--- config.mk ---
export PLATFORM = sky130hd
export DESIGN_NAME = rs_cw_expander
export DESIGN_NICKNAME = d
export VERILOG_FILES = /design/src/rtl/rs_exp_pkg.sv /design/src/rtl/rs_geom_latch.sv /design/src/rtl/rs_seq_ctrl.sv /design/src/rtl/rs_out_stage.sv /design/src/rtl/rs_cw_expander.sv
export SDC_FILE = /design/constraint.sdc
export NUM_CORES = 1
export LEC_CHECK = 0
export CAP_MARGIN = 5
export CORE_MARGIN = 2
export CORE_UTILIZATION = 35
export DETAILED_ROUTE_END_ITERATION = 10
export HOLD_SLACK_MARGIN = 0.02
export SLEW_MARGIN = 5
export SYNTH_ARGS = -nofsm -noshare
export SYNTH_HDL_FRONTEND = slang
export SYNTH_HIERARCHICAL = 1
export SYNTH_SLANG_ARGS = --single-unit
--- constraint.sdc ---
create_clock -name clk -period 2.2 [get_ports clk]
set_clock_uncertainty 0.1 [all_clocks]
set_input_delay 0.44 -clock clk [delete_from_list [all_inputs] [get_ports clk]]
set_output_delay 0.44 -clock clk [all_outputs]
set_load 0.01 [all_outputs]
--- src/rtl/rs_exp_pkg.sv ---
// Package: shared constants, types and format geometry for the codeword expander.
// Assumes a mother code of CW_LEN symbols of SYM_W bits each.
package rs_exp_pkg;
    localparam int unsigned SYM_W      = 8;
    localparam int unsigned CW_LEN     = 255;
    localparam int unsigned POS_W      = $clog2(CW_LEN + 1);
    localparam int unsigned FMT_W      = 2;
    localparam int unsigned BCAST_FILL = 51;
    localparam int unsigned ROW_FILL   = 67;
    localparam int unsigned ROW_HOLES  = 6;
    localparam int unsigned COL_FILL   = 47;

    typedef logic [POS_W-1:0] pos_t;
    typedef logic [SYM_W-1:0] sym_t;

    typedef enum logic [FMT_W-1:0] {
        FMT_BCAST = 2'd0,
        FMT_ROW   = 2'd1,
        FMT_COL   = 2'd2,
        FMT_SPARE = 2'd3
    } fmt_e;

    typedef enum logic [1:0] {
        PH_IDLE = 2'd0,
        PH_FILL = 2'd1,
        PH_BODY = 2'd2,
        PH_HOLE = 2'd3
    } phase_e;

    // Boundaries of one format's layout inside the full codeword.
    typedef struct packed {
        pos_t body_first;
        pos_t body_last;
        logic has_holes;
    } geom_t;

    // Maps a format code to its layout; the spare code falls back to broadcast.
    function automatic geom_t geom_of(input fmt_e f);
        int unsigned fill;
        int unsigned holes;
        geom_t g;
        case (f)
            FMT_ROW: begin fill = ROW_FILL;   holes = ROW_HOLES; end
            FMT_COL: begin fill = COL_FILL;   holes = 0;         end
            default: begin fill = BCAST_FILL; holes = 0;         end
        endcase
        g.body_first = pos_t'(fill);
        g.body_last  = pos_t'(CW_LEN - holes - 1);
        g.has_holes  = (holes != 0);
        return g;
    endfunction
endpackage

--- src/rtl/rs_geom_latch.sv ---
// Module: holds the layout of the codeword in progress.
// Assumes capture pulses for one cycle on the start beat only.
module rs_geom_latch
    import rs_exp_pkg::*;
(
    input  logic             clk,
    input  logic             rst_n,
    input  logic [FMT_W-1:0] fmt_sel,
    input  logic             capture,
    input  logic             busy,
    output geom_t            geom_q
);
    // Sample the format on the start beat and hold it for the whole codeword.
    always_ff @(posedge clk) begin
        if (!rst_n) begin
            geom_q <= geom_of(FMT_BCAST);
        end else if (capture) begin
            geom_q <= geom_of(fmt_e'(fmt_sel));
        end
    end

    // the layout cannot move while a codeword is being emitted.
    a_r8_geom_held: assert property (@(posedge clk) disable iff (!rst_n)
        (busy && !capture) |=> $stable(geom_q));
endmodule

--- src/rtl/rs_seq_ctrl.sv ---
// Module: phase sequencer and output position counter.
// Assumes upstream holds a start beat until in_ready and never stalls the output.
module rs_seq_ctrl
    import rs_exp_pkg::*;
(
    input  logic   clk,
    input  logic   rst_n,
    input  logic   in_valid,
    input  logic   in_sof,
    input  geom_t  geom,
    output logic   start,
    output logic   in_ready,
    output logic   emit,
    output phase_e emit_kind,
    output logic   emit_first,
    output logic   busy
);
    localparam pos_t ONE      = pos_t'(1);
    localparam pos_t LAST_POS = pos_t'(CW_LEN - 1);

    phase_e phase_q;
    pos_t   pos_q;

    // Decode the handshake and the emit strobe from the current phase.
    always_comb begin
        start      = (phase_q == PH_IDLE) && in_valid && in_sof;
        in_ready   = (phase_q == PH_BODY) ||
                     ((phase_q == PH_IDLE) && in_valid && !in_sof);
        emit       = (phase_q == PH_FILL) || (phase_q == PH_HOLE) ||
                     ((phase_q == PH_BODY) && in_valid);
        emit_kind  = phase_q;
        emit_first = (pos_q == '0);
        busy       = (phase_q != PH_IDLE);
    end

    // Advance the phase and position once per emitted symbol.
    always_ff @(posedge clk) begin
        if (!rst_n) begin
            phase_q <= PH_IDLE;
            pos_q   <= '0;
        end else begin
            case (phase_q)
                PH_IDLE: begin
                    if (start) begin
                        phase_q <= PH_FILL;
                        pos_q   <= '0;
                    end
                end
                PH_FILL: begin
                    pos_q <= pos_q + ONE;
                    if (pos_q == (geom.body_first - ONE)) begin
                        phase_q <= PH_BODY;
                    end
                end
                PH_BODY: begin
                    if (in_valid) begin
                        pos_q <= pos_q + ONE;
                        if (pos_q == geom.body_last) begin
                            phase_q <= geom.has_holes ? PH_HOLE : PH_IDLE;
                        end
                    end
                end
                default: begin
                    pos_q <= pos_q + ONE;
                    if (pos_q == LAST_POS) begin
                        phase_q <= PH_IDLE;
                    end
                end
            endcase
        end
    end

    // the position never runs past the last symbol of a codeword.
    a_r2_pos_bound: assert property (@(posedge clk) disable iff (!rst_n)
        busy |-> (pos_q <= LAST_POS));

    // the start beat is never taken in the same cycle as it is detected.
    a_r6_start_waits: assert property (@(posedge clk) disable iff (!rst_n)
        start |-> !in_ready);
endmodule

--- src/rtl/rs_out_stage.sv ---
// Module: output register stage for symbol, start flag and erasure flag.
// Assumes emit_kind is PH_FILL, PH_BODY or PH_HOLE whenever emit is set.
module rs_out_stage
    import rs_exp_pkg::*;
(
    input  logic   clk,
    input  logic   rst_n,
    input  logic   emit,
    input  phase_e emit_kind,
    input  logic   emit_first,
    input  sym_t   in_data,
    output logic   out_valid,
    output logic   out_sof,
    output sym_t   out_data,
    output logic   out_erase
);
    // Register one output symbol per emit strobe.
    always_ff @(posedge clk) begin
        if (!rst_n) begin
            out_valid <= 1'b0;
            out_sof   <= 1'b0;
            out_data  <= '0;
            out_erase <= 1'b0;
        end else begin
            out_valid <= emit;
            out_sof   <= emit && emit_first;
            out_data  <= (emit && emit_kind == PH_BODY) ? in_data : '0;
            out_erase <= emit && (emit_kind == PH_HOLE);
        end
    end

    // a placeholder is always a valid zero symbol.
    a_r5_erase_zero: assert property (@(posedge clk) disable iff (!rst_n)
        out_erase |-> (out_valid && out_data == '0));

    // once placeholders start, only placeholders follow until the next codeword.
    a_r5_erase_tail: assert property (@(posedge clk) disable iff (!rst_n)
        (out_valid && $past(out_valid) && $past(out_erase)) |-> (out_erase || out_sof));
endmodule

--- src/rtl/rs_cw_expander.sv ---
// Module: top level; expands shortened and punctured codewords to full length.
// Assumes no output backpressure and a held start beat upstream.
module rs_cw_expander
    import rs_exp_pkg::*;
(
    input  logic             clk,
    input  logic             rst_n,
    input  logic [FMT_W-1:0] fmt_sel,
    input  logic             in_valid,
    input  logic             in_sof,
    input  logic [SYM_W-1:0] in_data,
    output logic             in_ready,
    output logic             out_valid,
    output logic             out_sof,
    output logic [SYM_W-1:0] out_data,
    output logic             out_erase
);
    geom_t  geom;
    logic   start;
    logic   emit;
    phase_e emit_kind;
    logic   emit_first;
    logic   busy;

    rs_geom_latch u_geom (
        .clk     (clk),
        .rst_n   (rst_n),
        .fmt_sel (fmt_sel),
        .capture (start),
        .busy    (busy),
        .geom_q  (geom)
    );

    rs_seq_ctrl u_ctrl (
        .clk        (clk),
        .rst_n      (rst_n),
        .in_valid   (in_valid),
        .in_sof     (in_sof),
        .geom       (geom),
        .start      (start),
        .in_ready   (in_ready),
        .emit       (emit),
        .emit_kind  (emit_kind),
        .emit_first (emit_first),
        .busy       (busy)
    );

    rs_out_stage u_out (
        .clk        (clk),
        .rst_n      (rst_n),
        .emit       (emit),
        .emit_kind  (emit_kind),
        .emit_first (emit_first),
        .in_data    (in_data),
        .out_valid  (out_valid),
        .out_sof    (out_sof),
        .out_data   (out_data),
        .out_erase  (out_erase)
    );

    // every byte taken mid-codeword shows up as a non-erased symbol next cycle.
    a_r7_accept_emits: assert property (@(posedge clk) disable iff (!rst_n)
        (busy && in_valid && in_ready) |=> (out_valid && !out_erase));

    // a start flag only marks a valid, non-erased symbol.
    a_r2_sof_valid: assert property (@(posedge clk) disable iff (!rst_n)
        out_sof |-> (out_valid && !out_erase));
endmodule

==> metrics.txt, run 1 <==
RSZ-0062 raised after global routing=false; via count=between 1000 and 1500; synthesis-stage register bit count=25; Critical Path Start Type=primary input; starting density of the core=0.356; Post-synth EDFFs=0; final hold vios=0; post-synthesis cell type count=44; Setup violations, final=0; largest net degree at the start of global routing=16; Worst EP arrival=roughly 1.3 ns; Synth async-reset ratio=0; top_reg_cell synth=dfxtp_1; Mapped Cells=~170; initial antenna violation count=0; worst-path cell chain=clkdlybuf4s50_1, inv_1, a21oi_1, nor2_1, dlymetal6s2s_1; core area=between 4000 and 5000 um^2; CP delay by family, top=buffers and inverters; register area share after synthesis=0.327; Fin Setup TNS=0 ns; Setup crit end kind=primary output; Cell Area, Placed=about 1800 um^2; Longest Clk Path Bufs=2; critical path's largest stage delay=approximately 0.47 ns; gr usage total=0.123; TritonCTS clock tree=yes; worst-skew pair later-pin latency=~0.27 ns; Routed WL=~2.8 mm; final antenna diode count=0; first-pass GRT wire length=just under 5 mm; worst min path class=flop to flop; status=completed; maximum VDD drop=about 0.28 mV; Synth top area share=0.327; minimum clock period=between 1.5 and 2 ns; Area contributors post-synth=dfxtp_1 (33%), buf_4 (6.4%), ha_1 (5.7%); die area=4920 um^2; Worst EP required=about 1.7 ns; yosys warns=6; max cap viols=0; Setup Fix Bufs, Post-CTS=0; FP Rows=24; Buffers on Ports=25; Int Pwr=659 uW; Power Total=just under 900 uW; Die Height=~70 um; DP HPWL=approximately 2.2 mm; pwr dens=~480 nW/um^2; cts bufs inserted=3; synthesized cell area=around 1500 um^2; CP max-delay cell=clkdlybuf4s50_1; Post-DRT Antenna Nets=0; clock sink count=25; most common cell in the netlist=dfxtp_1; sequential power share=0.537; # H-tree levels=1; drt drc=0; Syn-to-layout area delta=20.7%; vias in the first global route=between 1000 and 1500; Synth Area per Inst=between 8 and 9 um^2; Routed wire per std cell=roughly 11 um; share of cells above drive strength 1=0.167; root buf cell=clkbuf_8; Sw Ratio=0.250; Die W=around 70 um; crit share post-route=0.840; Clk network pwr share=0.318; clock-pin transition on the worst setup and hold timing paths=approximately 0.090 ns; DRT iter0 DRCs=19; IO Count=26; cell area after layout=1850 um^2; Gate power share=0.145; leak pwr=~0.00076 uW; Psw=roughly 220 uW; Synth area leader=dfxtp_1; Slew Limit Fails=0; path type of the worst setup path=primary input to primary output; critical path fanouts, max=2; global placer's final weighted congestion=0.753; Total Nets Final=220; Vias per Instance=~4.7; CP Buf/Inv Count=3; gr ovfl total=0; Hold-fix buffers, CTS=0; DR pass1 iterations=4; top cells by count, synth=dfxtp_1 (25), buf_4 (13), xor2_1 (10); fmax=about 540 MHz
power groups by stage:
stage	registers (uW)	logic (uW)	clock network, uW
5_1_grt	473	145	311
6_report	472	128	279
2_1_floorplan	480	93.0	0
3_5_place_dp	483	126	0
4_1_cts	472	127	293
3_3_place_gp	483	126	0
metal layers:
layer  wire (um)  up-vias  GRT usage
met1        1440      541      0.162
li1            -      614          -
met3          71        4     0.0202
met5           0        -          0
met4          35        0     0.0385
met2        1270       17      0.205
through the flow:
step	util	worst slack, ns	std cells	hold slack, ns
after floorplan	-	0.571	180	0.399
after global placement	0.418	0.0497	246	0.470
after detailed placement	0.418	0.0432	246	0.473
after CTS	0.429	0.0314	250	0.486
after global routing	0.430	0.245	250	0.514
final	0.430	0.352	250	0.485
final timing paths:
kind         cells after the start  slack [ns]              from                  end
max                              5        0.35            in_sof             in_ready
min                              2        0.48  u_geom/geom_q[0]  u_ctrl/emit_kind[0]
max reg2reg                      5        0.39   u_ctrl/pos_q[0]        u_out/out_sof
min reg2reg                      2        0.48  u_geom/geom_q[0]  u_ctrl/emit_kind[0]
final cells by class:
class | count | area [um^2]
Timing Repair Buffer | 32 | 305
Inverter | 8 | 30.0
Tap cell | 52 | 65.1
Clock inverter | 1 | 7.51
Clock buffer | 3 | 41.3
Sequential cell | 25 | 500
Multi-Input combinational cell | 129 | 897
Fill cell | 433 | 2450
tightest hold or removal path: cells and delay by family, from the launching register on:
kind / cells / cell delay (ns)
flip-flops: 1 / 0.36
AND/OR/NAND/NOR: 1 / 0.10
AO/OA/AOI/OAI: 1 / 0.08
sequential cells by signal, indices dropped and copies added, names as in the netlist:
| name | cells |
|---|---|
| u_out/out_valid | 1 |
| u_out/out_sof | 1 |
| u_out/out_data | 8 |
| u_ctrl/pos_q | 8 |
| u_out/out_erase | 1 |
| u_ctrl/emit_kind | 2 |
| u_geom/geom_q | 4 |
kinds of logic (layout without fill, tap and decap cells):
kind of cell,Yosys count,in the layout,synth area share
adder cells (fa/ha/maj),7,7,0.0572
AND/OR/NAND/NOR,66,66,0.262
XOR/XNOR,20,20,0.119
multiplexers,5,5,0.0335
other,2,9,0.00491
buffers and inverters,26,44,0.104
flip-flops,25,25,0.327
AO/OA/AOI/OAI,22,22,0.0916
layout by cell type (no fill, tap or decap), types with 3 or more instances in the layout:
cell type / instances
and3_1: 4
a31oi_1: 3
nand2b_1: 5
clkbuf_8: 3
conb_1: 9
nand4_1: 4
nand2_1: 8
ha_1: 7
xor2_1: 10
mux2i_1: 4
nor2_1: 9
nor4_1: 4
inv_1: 8
nand3_1: 4
a21oi_1: 4
nor2b_1: 3
o21ai_0: 6
xnor2_1: 9
dfxtp_1: 25
buf_4: 7
clkdlybuf4s50_1: 24
and2_2: 9
timing repair:
item                       CTS  global route
hold endpoints to repair     0             0
gates resized for setup      0             1
setup endpoints to repair    0             1
Power figures use the tool's default switching activity.
==> inputs of run 2 (changes only) <==
- clock period: 2.2 -> 1.5 ns (I/O delays scaled with it)
==> run 2 against run 1 <==
  * The flow now finishes with violations (negative setup slack)
  * Register-to-register slack worse by 0.44 ns
  * Cell count is 11% higher
  * Combinational power is 79% higher
  * Global-route usage increased by 0.87 points
  * Die area unchanged
  * Clock power up 47%
  * Worst hold slack lost 0.057 ns
  * Cell area grew 13%
  * First-iteration DRC count up 120%
  * Sequential power rose by 45%
  * Critical path type is now flop to flop
  * Largest power group unchanged
==> metrics.txt, run 2 (same netlist as run 1, synthesis figures left out) <==
initial antenna violation count=0; # H-tree levels=1; gr usage total=0.131; Sw Ratio=0.252; Post-DRT Antenna Nets=0; Setup crit end kind=flop; largest net degree at the start of global routing=16; reg2reg start=u_ctrl/pos_q[1]; clock sink count=25; Die W=~70 um; Setup crit start=u_ctrl/pos_q[1]; commonest cells after routing, fill and taps aside=buf_4 (32), dfxtp_1 (18), dlygate4sd2_1 (13), clkdlybuf4s50_1 (11), xor2_1 (10); status=finished, violations left; placed instance count=270; Routed WL=between 2 and 3 mm; Clk network pwr share=0.310; path type of the worst setup path=flop to flop; Slew Limit Fails=0; clock-pin transition on the worst setup and hold timing paths=approximately 0.09 ns; TritonCTS clock tree=yes; fmax=647 MHz; Int Pwr=989 uW; final hold slack=approximately 0.43 ns; Worst EP arrival=between 1.5 and 2 ns; final hold vios=0; # fillers=417; final antenna diode count=0; share of cells above drive strength 1=0.333; FP Rows=24; Buffers on Ports=25; Total Nets Final=approximately 250; first-pass GRT wire length=approximately 5.2 mm; max cap viols=0; vias in the first global route=around 1200; pwr dens=632 nW/um^2; DRT iter0 DRCs=42; hold-critical path depth=2; IO Count=26; global placer's final weighted congestion=0.822; Syn-to-layout area delta=36.8%; Largest regs=u_ctrl/pos_q x8, u_out/out_data x8, u_geom/geom_q x4; Reg2Reg Depth=7; RSZ-0062 raised after global routing=true; Power Total=~1300 uW; Worst Hold End=u_ctrl/pos_q[5]; final setup margin=-0.0454 ns; leak pwr=between 0.0009 and 0.001 uW; cell area after layout=roughly 2100 um^2; gr ovfl total=0; Worst EP required=roughly 1.6 ns; most common cell after layout, fill and taps aside=buf_4; Longest Clk Path Bufs=2; worst reg2reg setup slack=-0.05 ns; Critical Path Start Type=flop; Psw=~330 uW; Hold-fix buffers, CTS=0; root buf cell=clkbuf_8; worst min path class=flop to flop; core area=~4300 um^2; starting density of the core=0.356; minimum clock period=about 1.5 ns; sequential power share=0.517; via count=about 1300; Setup violations, final=3; HP Start=u_ctrl/pos_q[5]; terminus of the critical flop-to-flop path=u_ctrl/emit_kind[1]; Routed wire per std cell=10.8 um; worst-skew pair later-pin latency=0.27 ns; die area=around 4900 um^2; cts bufs inserted=3; failing checks=negative setup slack; Fin Setup TNS=-0.107 ns; drt drc=0; Gate power share=0.173; critical path fanouts, max=3; Cell Area, Placed=~2000 um^2; DP HPWL=roughly 2.4 mm; DR pass1 iterations=4; crit share post-route=1.03; maximum VDD drop=0.563 mV; Layout Cells excl Fill=277; Die Height=roughly 70 um; Vias per Instance=about 4.6
==> run 2: changes by cell type in the layout (fill, tap and decap cells not counted), sizes merged <==
cell,previous run,this run
buf,7,35
clkdlybuf4s50,24,11
dlygate4sd2,0,13
dlymetal6s2s,1,0
==> run 2: stage by stage <==
| stage | utilization | worst slack, ns |
|---|---|---|
| CTS | 0.479 | -0.0567 |
| finish | 0.487 | -0.0454 |
| global route | 0.487 | -0.153 |
| floorplan | - | -0.00601 |
| global placement | 0.462 | -0.384 |
| detailed placement | 0.462 | -0.397 |
==> run 2: worst max-delay path by stage <==
stage / cells past startpoint / slack, ns / to
detailed placement: 5 / -0.40 / in_ready
finish: 7 / -0.05 / u_ctrl/emit_kind[1]
global placement: 5 / -0.38 / in_ready
floorplan: 5 / -0.006 / u_out/out_sof
CTS: 7 / -0.06 / u_ctrl/emit_kind[1]
global route: 6 / -0.15 / u_ctrl/emit_kind[1]
==> run 2: routing by layer <==
layer  up-vias  routed length, um  GRT usage
met5         -                  0          0
met4         0                 36     0.0449
met3         4                 79     0.0202
met2        22               1390      0.214
met1       572               1470      0.178
li1        668                  -          -
==> run 2: power by group through the flow <==
| stage | sequential [uW] | combinational (uW) | clock [uW] |
|---|---|---|---|
| after floorplan | 704 | 138 | 0 |
| after global placement | 699 | 218 | 0 |
| after detailed placement | 700 | 220 | 0 |
| after CTS | 684 | 220 | 424 |
| after global routing | 686 | 257 | 454 |
| final | 684 | 229 | 410 |
==> run 2: worst max-delay path: stages (launching register included) <==
cell      delay (ns)
dfxtp_2         0.34
buf_6           0.11
buf_4           0.10
xor2_1          0.11
and3_1          0.18
a31oi_1         0.10
a211oi_2        0.25
and3_1          0.20
==> run 2: what timing repair did <==
action	4_1_cts	5_1_grt
setup buffers	2	1
pin swaps	10	10
gates resized for setup	24	8
setup endpoints to repair	25	15
==> run 2: final cells by class <==
cell class	count	area [um^2]	share of cell area
inverters	8	30.0	0.0143
well taps	52	65.1	0.0311
clock buffers	3	41.3	0.0197
multi-input cells	129	946	0.452
flip-flops and latches	25	512	0.244
clock inverters	1	7.51	0.00359
repair buffers	59	492	0.235
